## src/rtl/dac_rx_pkg.sv

```systemverilog
package dac_rx_pkg;
  localparam int CODE_W = 16;
  localparam int MODE_W = 2;
  localparam int PAD_W  = 6;
  localparam int SEL_W  = 1 << MODE_W;

  typedef enum logic [MODE_W-1:0] {
    PM_NORMAL = 2'b00,
    PM_R1K    = 2'b01,
    PM_R100K  = 2'b10,
    PM_OPEN   = 2'b11
  } pwr_mode_e;
endpackage

```

## src/rtl/dac_rx_edges.sv

```systemverilog
module dac_rx_edges (
  input  logic clk,
  input  logic rst,
  input  logic sync_n,
  input  logic sclk,
  input  logic sdin,
  output logic sync_hi,
  output logic sync_fall,
  output logic sclk_fall,
  output logic din_s
);
  logic s1_sync, s2_sync, s1_sclk, s2_sclk, s1_din;

  always_ff @(posedge clk) begin
    if (rst) begin
      s1_sync <= 1'b1;
      s2_sync <= 1'b1;
      s1_sclk <= 1'b1;
      s2_sclk <= 1'b1;
      s1_din  <= 1'b0;
    end else begin
      s1_sync <= sync_n;
      s2_sync <= s1_sync;
      s1_sclk <= sclk;
      s2_sclk <= s1_sclk;
      s1_din  <= sdin;
    end
  end

  assign sync_hi   = s1_sync;
  assign sync_fall = s2_sync & ~s1_sync;
  assign sclk_fall = s2_sclk & ~s1_sclk;
  assign din_s     = s1_din;
endmodule

```

## src/rtl/dac_rx_frame.sv

```systemverilog
module dac_rx_frame #(
  parameter int FRAME_W = 24,
  parameter int PAY_W   = 18
) (
  input  logic             clk,
  input  logic             rst,
  input  logic             sync_hi,
  input  logic             sync_fall,
  input  logic             sclk_fall,
  input  logic             din_s,
  output logic             done,
  output logic [PAY_W-1:0] payload
);
  localparam int CNT_W = $clog2(FRAME_W + 1);
  localparam logic [CNT_W-1:0] LAST = CNT_W'(FRAME_W - 1);

  logic [PAY_W-2:0] shift_q;
  logic [CNT_W-1:0] cnt_q;
  logic             open_q;

  always_ff @(posedge clk) begin
    if (rst) begin
      shift_q <= '0;
      cnt_q   <= '0;
      open_q  <= 1'b0;
      done    <= 1'b0;
      payload <= '0;
    end else begin
      done <= 1'b0;
      if (sync_hi) begin
        shift_q <= '0;
        cnt_q   <= '0;
        open_q  <= 1'b0;
      end else if (sync_fall) begin
        shift_q <= '0;
        cnt_q   <= '0;
        open_q  <= 1'b1;
      end else if (open_q && sclk_fall) begin
        if (PAY_W > 2) shift_q <= {shift_q[PAY_W-3:0], din_s};
        else           shift_q <= din_s;
        cnt_q <= cnt_q + 1'b1;
        if (cnt_q == LAST) begin
          done    <= 1'b1;
          open_q  <= 1'b0;
          payload <= {shift_q, din_s};
        end
      end
    end
  end
endmodule

```

## src/rtl/dac_rx_commit.sv

```systemverilog
module dac_rx_commit
  import dac_rx_pkg::*;
#(
  parameter int C_W = CODE_W,
  parameter int M_W = MODE_W
) (
  input  logic             clk,
  input  logic             rst,
  input  logic             done,
  input  logic [C_W+M_W-1:0] payload,
  output logic [C_W-1:0]   code,
  output logic [M_W-1:0]   mode,
  output logic [(1<<M_W)-1:0] sel,
  output logic             strobe
);
  localparam int S_W = 1 << M_W;

  logic [M_W-1:0] new_mode;
  logic [S_W-1:0] new_sel;

  assign new_mode = payload[C_W +: M_W];

  for (genvar i = 0; i < S_W; i++) begin : g_dec
    assign new_sel[i] = (new_mode == M_W'(i));
  end

  always_ff @(posedge clk) begin
    if (rst) begin
      code   <= '0;
      mode   <= '0;
      sel    <= S_W'(1);
      strobe <= 1'b0;
    end else begin
      strobe <= done;
      if (done) begin
        code <= payload[C_W-1:0];
        mode <= new_mode;
        sel  <= new_sel;
      end
    end
  end
endmodule

```

## src/rtl/serial_dac_rx.sv

```systemverilog
module serial_dac_rx
  import dac_rx_pkg::*;
(
  input  logic              clk,
  input  logic              rst,
  input  logic              sync_n,
  input  logic              sclk,
  input  logic              sdin,
  output logic [CODE_W-1:0] dac_code,
  output logic [MODE_W-1:0] pwr_mode,
  output logic [SEL_W-1:0]  out_sel,
  output logic              update
);
  localparam int PAY_W   = CODE_W + MODE_W;
  localparam int FRAME_W = PAY_W + PAD_W;

  logic             sync_hi, sync_fall, sclk_fall, din_s, done;
  logic [PAY_W-1:0] payload;

  dac_rx_edges u_edges (
    .clk(clk), .rst(rst), .sync_n(sync_n), .sclk(sclk), .sdin(sdin),
    .sync_hi(sync_hi), .sync_fall(sync_fall), .sclk_fall(sclk_fall), .din_s(din_s)
  );

  dac_rx_frame #(.FRAME_W(FRAME_W), .PAY_W(PAY_W)) u_frame (
    .clk(clk), .rst(rst), .sync_hi(sync_hi), .sync_fall(sync_fall),
    .sclk_fall(sclk_fall), .din_s(din_s), .done(done), .payload(payload)
  );

  dac_rx_commit #(.C_W(CODE_W), .M_W(MODE_W)) u_commit (
    .clk(clk), .rst(rst), .done(done), .payload(payload),
    .code(dac_code), .mode(pwr_mode), .sel(out_sel), .strobe(update)
  );
endmodule

```

## config.mk

```make
export PLATFORM = sky130hd
export DESIGN_NAME = serial_dac_rx
export DESIGN_NICKNAME = d
export VERILOG_FILES = /design/src/rtl/dac_rx_pkg.sv /design/src/rtl/dac_rx_edges.sv /design/src/rtl/dac_rx_frame.sv /design/src/rtl/dac_rx_commit.sv /design/src/rtl/serial_dac_rx.sv
export SDC_FILE = /design/constraint.sdc
export NUM_CORES = 1
export LEC_CHECK = 0
export BUFFER_PORTS_ARGS = -buffer_cell sky130_fd_sc_hd__buf_2
export CORE_ASPECT_RATIO = 1.25
export CORE_MARGIN = 4
export CORE_UTILIZATION = 40
export DETAILED_ROUTE_END_ITERATION = 10
export GPL_TIMING_DRIVEN = 1
export PLACE_DENSITY = 0.71
export SLEW_MARGIN = 10
export SYNTH_ARGS = -nofsm -noshare
export SYNTH_HDL_FRONTEND = slang
export SYNTH_SLANG_ARGS = --single-unit
```

## constraint.sdc

```tcl
create_clock -name clk -period 1.31 [get_ports clk]
set_input_delay 0.3275 -clock clk [delete_from_list [all_inputs] [get_ports clk]]
set_output_delay 0.3275 -clock clk [all_outputs]
set_load 0.02 [all_outputs]
```

# --- Word level (Yosys, flattened, before mapping) ---
# Index checks and enable logic that the tools add are counted.
totals:
  ff_bits: 70
  out_inout_bits: 23
  elab_cells: 38
classes:
  n_addsub: 1
  n_eq_ne: 4
  muxes: 4
  n_bitwise: 6
  n_reduce_logical: 9
op_table:
  columns: ["cell", "count"]
  rows:
  - ["5-bit by 1-bit adder with 5-bit output (second input constant)", 1]
  - ["5-bit == test (second input constant)", 1]
  - ["2-bit == test (second input constant)", 2]
  - ["1-bit two-way mux", 4]
  - ["1-bit NOT", 4]
  - ["4-bit AND reduction", 1]
  - ["2-bit nonzero test", 2]
  - ["4-bit OR reduction", 1]
  - ["3-bit OR reduction", 1]
  - ["1-bit bitwise AND", 2]
  - ["2-bit by 1-bit == test with 1-bit output (second input constant)", 1]
  - ["2-bit zero test", 1]
  - ["2-bit AND reduction", 1]
  - ["2-bit OR reduction", 1]
  - ["1-bit logical AND", 1]

# --- Logic depth before layout (Yosys ltp) ---
logic_depth:
  ltp_word: 5
  depth_mapped: 6
  ltp_nobuf: 4

# --- Modules after synthesis ---
# Synthesis repeated with hierarchy kept, for this count alone.
unflattened:
  hier_cells: 275
  area_unflattened_um2: 2708.8
by_module_without_submodules:
  columns: ["module", "instances", "cells_per_inst", "area_each_um2", "seq_area_each_um2"]
  rows:
  - ["dac_rx_frame", 1, 186, 1717.9, 840.8]
  - ["dac_rx_commit", 1, 77, 847.1, 460.4]
  - ["dac_rx_edges", 1, 12, 143.9, 100.1]

# --- Worst setup path before layout ---
# Ideal clock, no wire load.
synth_timing:
  path_type: "flip-flop to flip-flop"
  startpoint: "register u_frame.cnt_q[0]"
  endpoint: "register u_frame.payload[10]"
  setup_time_ns: 0.072
  arrival_ns: 1.310
  required_ns: 1.238
  setup_slack_ns: -0.072
  stages_incl_launch_ff: 7
  n_path_buf: 2
  synth_period_minus_slack_ns: 1.382
  path_cell_list: "dfxtp_1 ha_1 nand3b_1 nor4_4 buf_6 buf_12 mux2i_1"
synth_via:
  elab_chain_cells: 2
synth_rtl:
  columns: ["element", "line", "source"]
  rows:
  - ["from (decl)", "dac_rx_frame.sv:18", "logic [CNT_W-1:0] cnt_q;"]
  - ["from (signal assigned)", "dac_rx_frame.sv:41", "cnt_q <= cnt_q + 1'b1;"]
  - ["5-bit == test", "dac_rx_frame.sv:42", "if (cnt_q == LAST) begin"]
  - ["4-bit AND reduction (no source line)", null, null]
  - ["to (signal assigned)", "dac_rx_frame.sv:45", "payload <= {shift_q, din_s};"]
  - ["to (decl)", "dac_rx_frame.sv:12", "output logic [PAY_W-1:0] payload"]
# No other way between the ends.
# A chain may end at the register's enable or synchronous reset.

# --- Worst setup path after layout ---
layout_timing:
  startpoint: "register u_frame.cnt_q[1]"
  endpoint: "register u_frame.payload[1]"
# The elaborated chain is that of the path after synthesis.

==> impl_metrics.py <==
metrics = {
    "detailed_routing": {
        "drt_first_pass_iters": 4,
        "wl_per_cell_microns": 11.1,
        "routed_wirelength_microns": 4490,
        "route.detailed.drc": 0,
        "final_antenna_net_count": 0,
        "drtIter0Drc": 92,
        "via_per_inst": 4.66,
        "vias": 1881,
    },
    "yosys": {
        "syn_avg_cell_area_sq_um": 9.63,
        "synth.cell_area_sq_mm": 0.00267,
        "syn-num-nets": 283,
        "yosys-top-cells-area": "dfxtp_1 53%, mux2i_1 13%, nand2b_1 9.4%",
        "ys_seq_area_share_pct": 52.5,
        "synth_seq_cells": 70,
        "netlist_instances": 277,
        "synth_cell_type_count": 24,
        "synth_top_area_share_pct": 52.5,
        "yosysWarnings": 0,
        "yosysTopAreaCell": "dfxtp_1",
    },
    "final_layout": {
        "area_growth_pct": 18.7,
        "nets": 318,
        "final_util_pct": 48.6,
        "drive_above_1_share_pct": 21.1,
        "insertedDiodeCount": 0,
    },
    "setup_path": {
        "r2r_setup_slack_ps": -20,
        "crit_fanout": 18,
        "cp-end-kind": "register",
        "worstSetupPathType": "reg -> reg",
        "critPathArrivalTime_ps": 1600,
        "worstReg2RegEnd": "u_frame.payload[1]",
        "crit_path_start_kind": "register",
        "required_ps": 1580,
        "reg2regPathDepth": 5,
        "r2r-start": "u_frame.cnt_q[1]",
    },
    "worst_hold_path": {
        "hold_class": "in -> reg",
        "min_from": "sclk",
        "min_path_cells": 2,
        "whs_endpoint": "u_edges.s1_sclk",
    },
    "floorplan": {
        "die_h_microns": 99.3,
        "row_count": 33,
        "die_area_sq_mm": 0.00805,
        "core_sq_mm": 0.00652,
        "ios": 28,
        "start_util_pct": 40.9,
        "dieWidth_microns": 81.1,
    },
    "pwr": {
        "irDropWorstVdd_mv": 0.517,
        "p_switching_mw": 0.807,
        "intPower_mw": 3.05,
        "power.density_mw_per_mm2": 1220,
        "p_seq_share_pct": 55.6,
        "p_leak_nw": 1.12,
        "comb_power_share_pct": 1.9,
        "switching_share_pct": 20.9,
        "clockPowerShare_pct": 42.5,
        "total_power_mw": 3.86,
    },
    "grt": {
        "grt_pass1_vias": 1793,
        "grt_pass1_wl_microns": 7500,
        "antenna_found_initial": 0,
        "gr-total-overflow": 0,
        "grt_max_degree": 41,
        "grtUsageTotal_pct": 12.1,
    },
    "clock_tree": {
        "ctsHoldBuffers": 0,
        "cts_sinks": 70,
        "clock_latency_ps": 340,
        "cts_made_buffers": 9,
        "cts_tree": "done",
        "cts_root_buf": "clkbuf_8",
        "cts_buffer_depth": 2,
        "htree_levels": 3,
        "cts.clk_slew.worst_paths_ps": 70,
    },
    "timing": {
        "drv_slew": 0,
        "period_minus_slack_ps": 1330,
        "final_hold_viol_count": 0,
        "fmax_mhz": 750,
        "rsz0062_at_grt": "yes",
        "finalSetupViolations": 8,
        "fin_setup_tns_ps": -55.3,
        "finClkSkew_ps": 7.70,
        "tightest_slew_ps": 309,
        "period_share_pct": 102,
        "worst_slack_ps": -23.7,
        "max-slew-margin-rel_pct": 79.4,
    },
    "status": {
        "violations": "setup timing",
        "status": "complete, but fails checks",
    },
    "placement": {
        "post-place-ws_ps": -19.7,
        "routabilityCongestion": 0.732,
        "dp_hpwl_microns": 3050,
        "io_buffers": 27,
    },
    "flow_run": {
        "max_cap_viol_count": 0,
    },
}
-- sequential cells by signal, summed over array words and instances (netlist names) --
signal           cells
u_commit.code       16
u_commit.mode        2
u_commit.sel         4
u_commit.strobe      1
u_edges.din_s        1
u_edges.s1_sclk      1
u_edges.s2_sclk      1
u_edges.s2_sync      1
u_edges.sync_hi      1
u_frame.cnt_q        5
u_frame.done         1
u_frame.open_q       1
u_frame.payload     18
u_frame.shift_q     17
-- Yosys cell counts --
| library cell | instances |
|---|---|
| xnor2_1 | 1 |
| buf_12 | 1 |
| ha_1 | 1 |
| nand2b_1 | 40 |
| buf_6 | 1 |
| nor2_1 | 18 |
| and3b_2 | 1 |
| a21oi_1 | 25 |
| nand2_1 | 38 |
| or2_2 | 4 |
| clkbuf_1 | 12 |
| nor4_4 | 1 |
| or3_1 | 4 |
| mux2i_1 | 35 |
| dfxtp_1 | 70 |
| o22ai_1 | 1 |
| nand3b_1 | 3 |
| nand4b_4 | 1 |
| inv_1 | 3 |
| buf_2 | 5 |
| o21ai_0 | 6 |
| nand3_1 | 2 |
| nor3_1 | 1 |
| nor2b_1 | 3 |
-- worst max-delay path: stages (launching register included) --
cell and delay [ps]:
dfxtp_2 360, ha_4 140, nand3b_1 130, nor4_4 210, buf_12 220, mux2i_1 210
-- worst max path at each step --
stage,to,slack (ps),from
2_1_floorplan,u_frame.payload[10],-20,u_frame.cnt_q[0]
3_3_place_gp,u_frame.payload[9],40,u_frame.cnt_q[0]
3_5_place_dp,u_frame.payload[1],-20,u_frame.cnt_q[1]
4_1_cts,u_frame.payload[1],-40,u_frame.cnt_q[1]
5_1_grt,u_frame.payload[11],-90,u_frame.cnt_q[0]
6_report,u_frame.payload[1],-20,u_frame.cnt_q[1]
-- cells by family (layout without fill, tap and decap cells) --
group / count (synthesis) / in the layout / share of synthesized area, %
AOI/OAI and AO/OA: 32 / 32 / 6.05
xor gates and xnor gates: 1 / 1 / 0.328
adders and majority gates: 1 / 1 / 0.469
buffers and inverters: 22 / 62 / 4.22
DFF: 70 / 70 / 52.5
muxes: 35 / 35 / 13.1
and+or+nand+nor: 116 / 116 / 23.3
-- routing by layer --
metal / GRT usage [%] / routed length (microns) / vias up
li1: - / - / 977
met1: 13.4 / 2010 / 856
met2: 19.8 / 2140 / 35
met3: 2.81 / 183 / 13
met4: 8.97 / 161 / 0
met5: 0 / 0 / -
-- per-stage QoR --
| step | std cells | hold WS, ps | cell area, sq um |
|---|---|---|---|
| final | 404 | 170 | 3170 |
| after global routing | 404 | 160 | 3170 |
| after CTS | 404 | 148 | 3170 |
| after detailed placement | 388 | 458 | 2980 |
| after global placement | 388 | 452 | 2980 |
| after floorplan | 277 | 431 | 2680 |
-- final cells by class --
class / instances / area (sq um)
Fill cell: 654 / 3360
Sequential cell: 70 / 1410
Multi-Input combinational cell: 185 / 1170
Timing Repair Buffer: 43 / 293
Clock buffer: 12 / 135
Tap cell: 87 / 109
Clock inverter: 4 / 47.5
Inverter: 3 / 11.3
-- power groups by stage --
stage	combinational (mW)	sequential (mW)	clock, mW
final	0.0748	2.14	1.64
after global routing	0.0818	2.14	1.75
after CTS	0.0764	2.14	1.68
after detailed placement	0.0762	2.19	0
after global placement	0.0758	2.19	0
after floorplan	0.0536	2.19	0
-- timing repair --
| action | 4_1_cts | 5_1_grt |
|---|---|---|
| gates resized for setup | 0 | 1 |
| setup buffers | 0 | 0 |
| setup endpoints to repair | 18 | 20 |
-- cells in the final DEF, fill, tap and decap left out --
cell / instances
clkinvlp_4: 1
mux2i_1: 35
ha_4: 1
nand2_1: 38
nor2_1: 18
and3b_2: 1
or3_1: 4
nand3_1: 2
a21oi_1: 25
o21ai_0: 6
dfxtp_2: 3
buf_12: 3
nor2b_1: 3
inv_1: 3
buf_2: 27
dfxtp_1: 67
nand4b_4: 1
clkbuf_1: 3
nand3b_1: 3
buf_4: 13
bufinv_16: 1
clkinv_2: 2
or2_2: 4
clkbuf_8: 9
xnor2_1: 1
o22ai_1: 1
nor3_1: 1
nand2b_1: 40
nor4_4: 1
(Power assumes the default switching activity.)
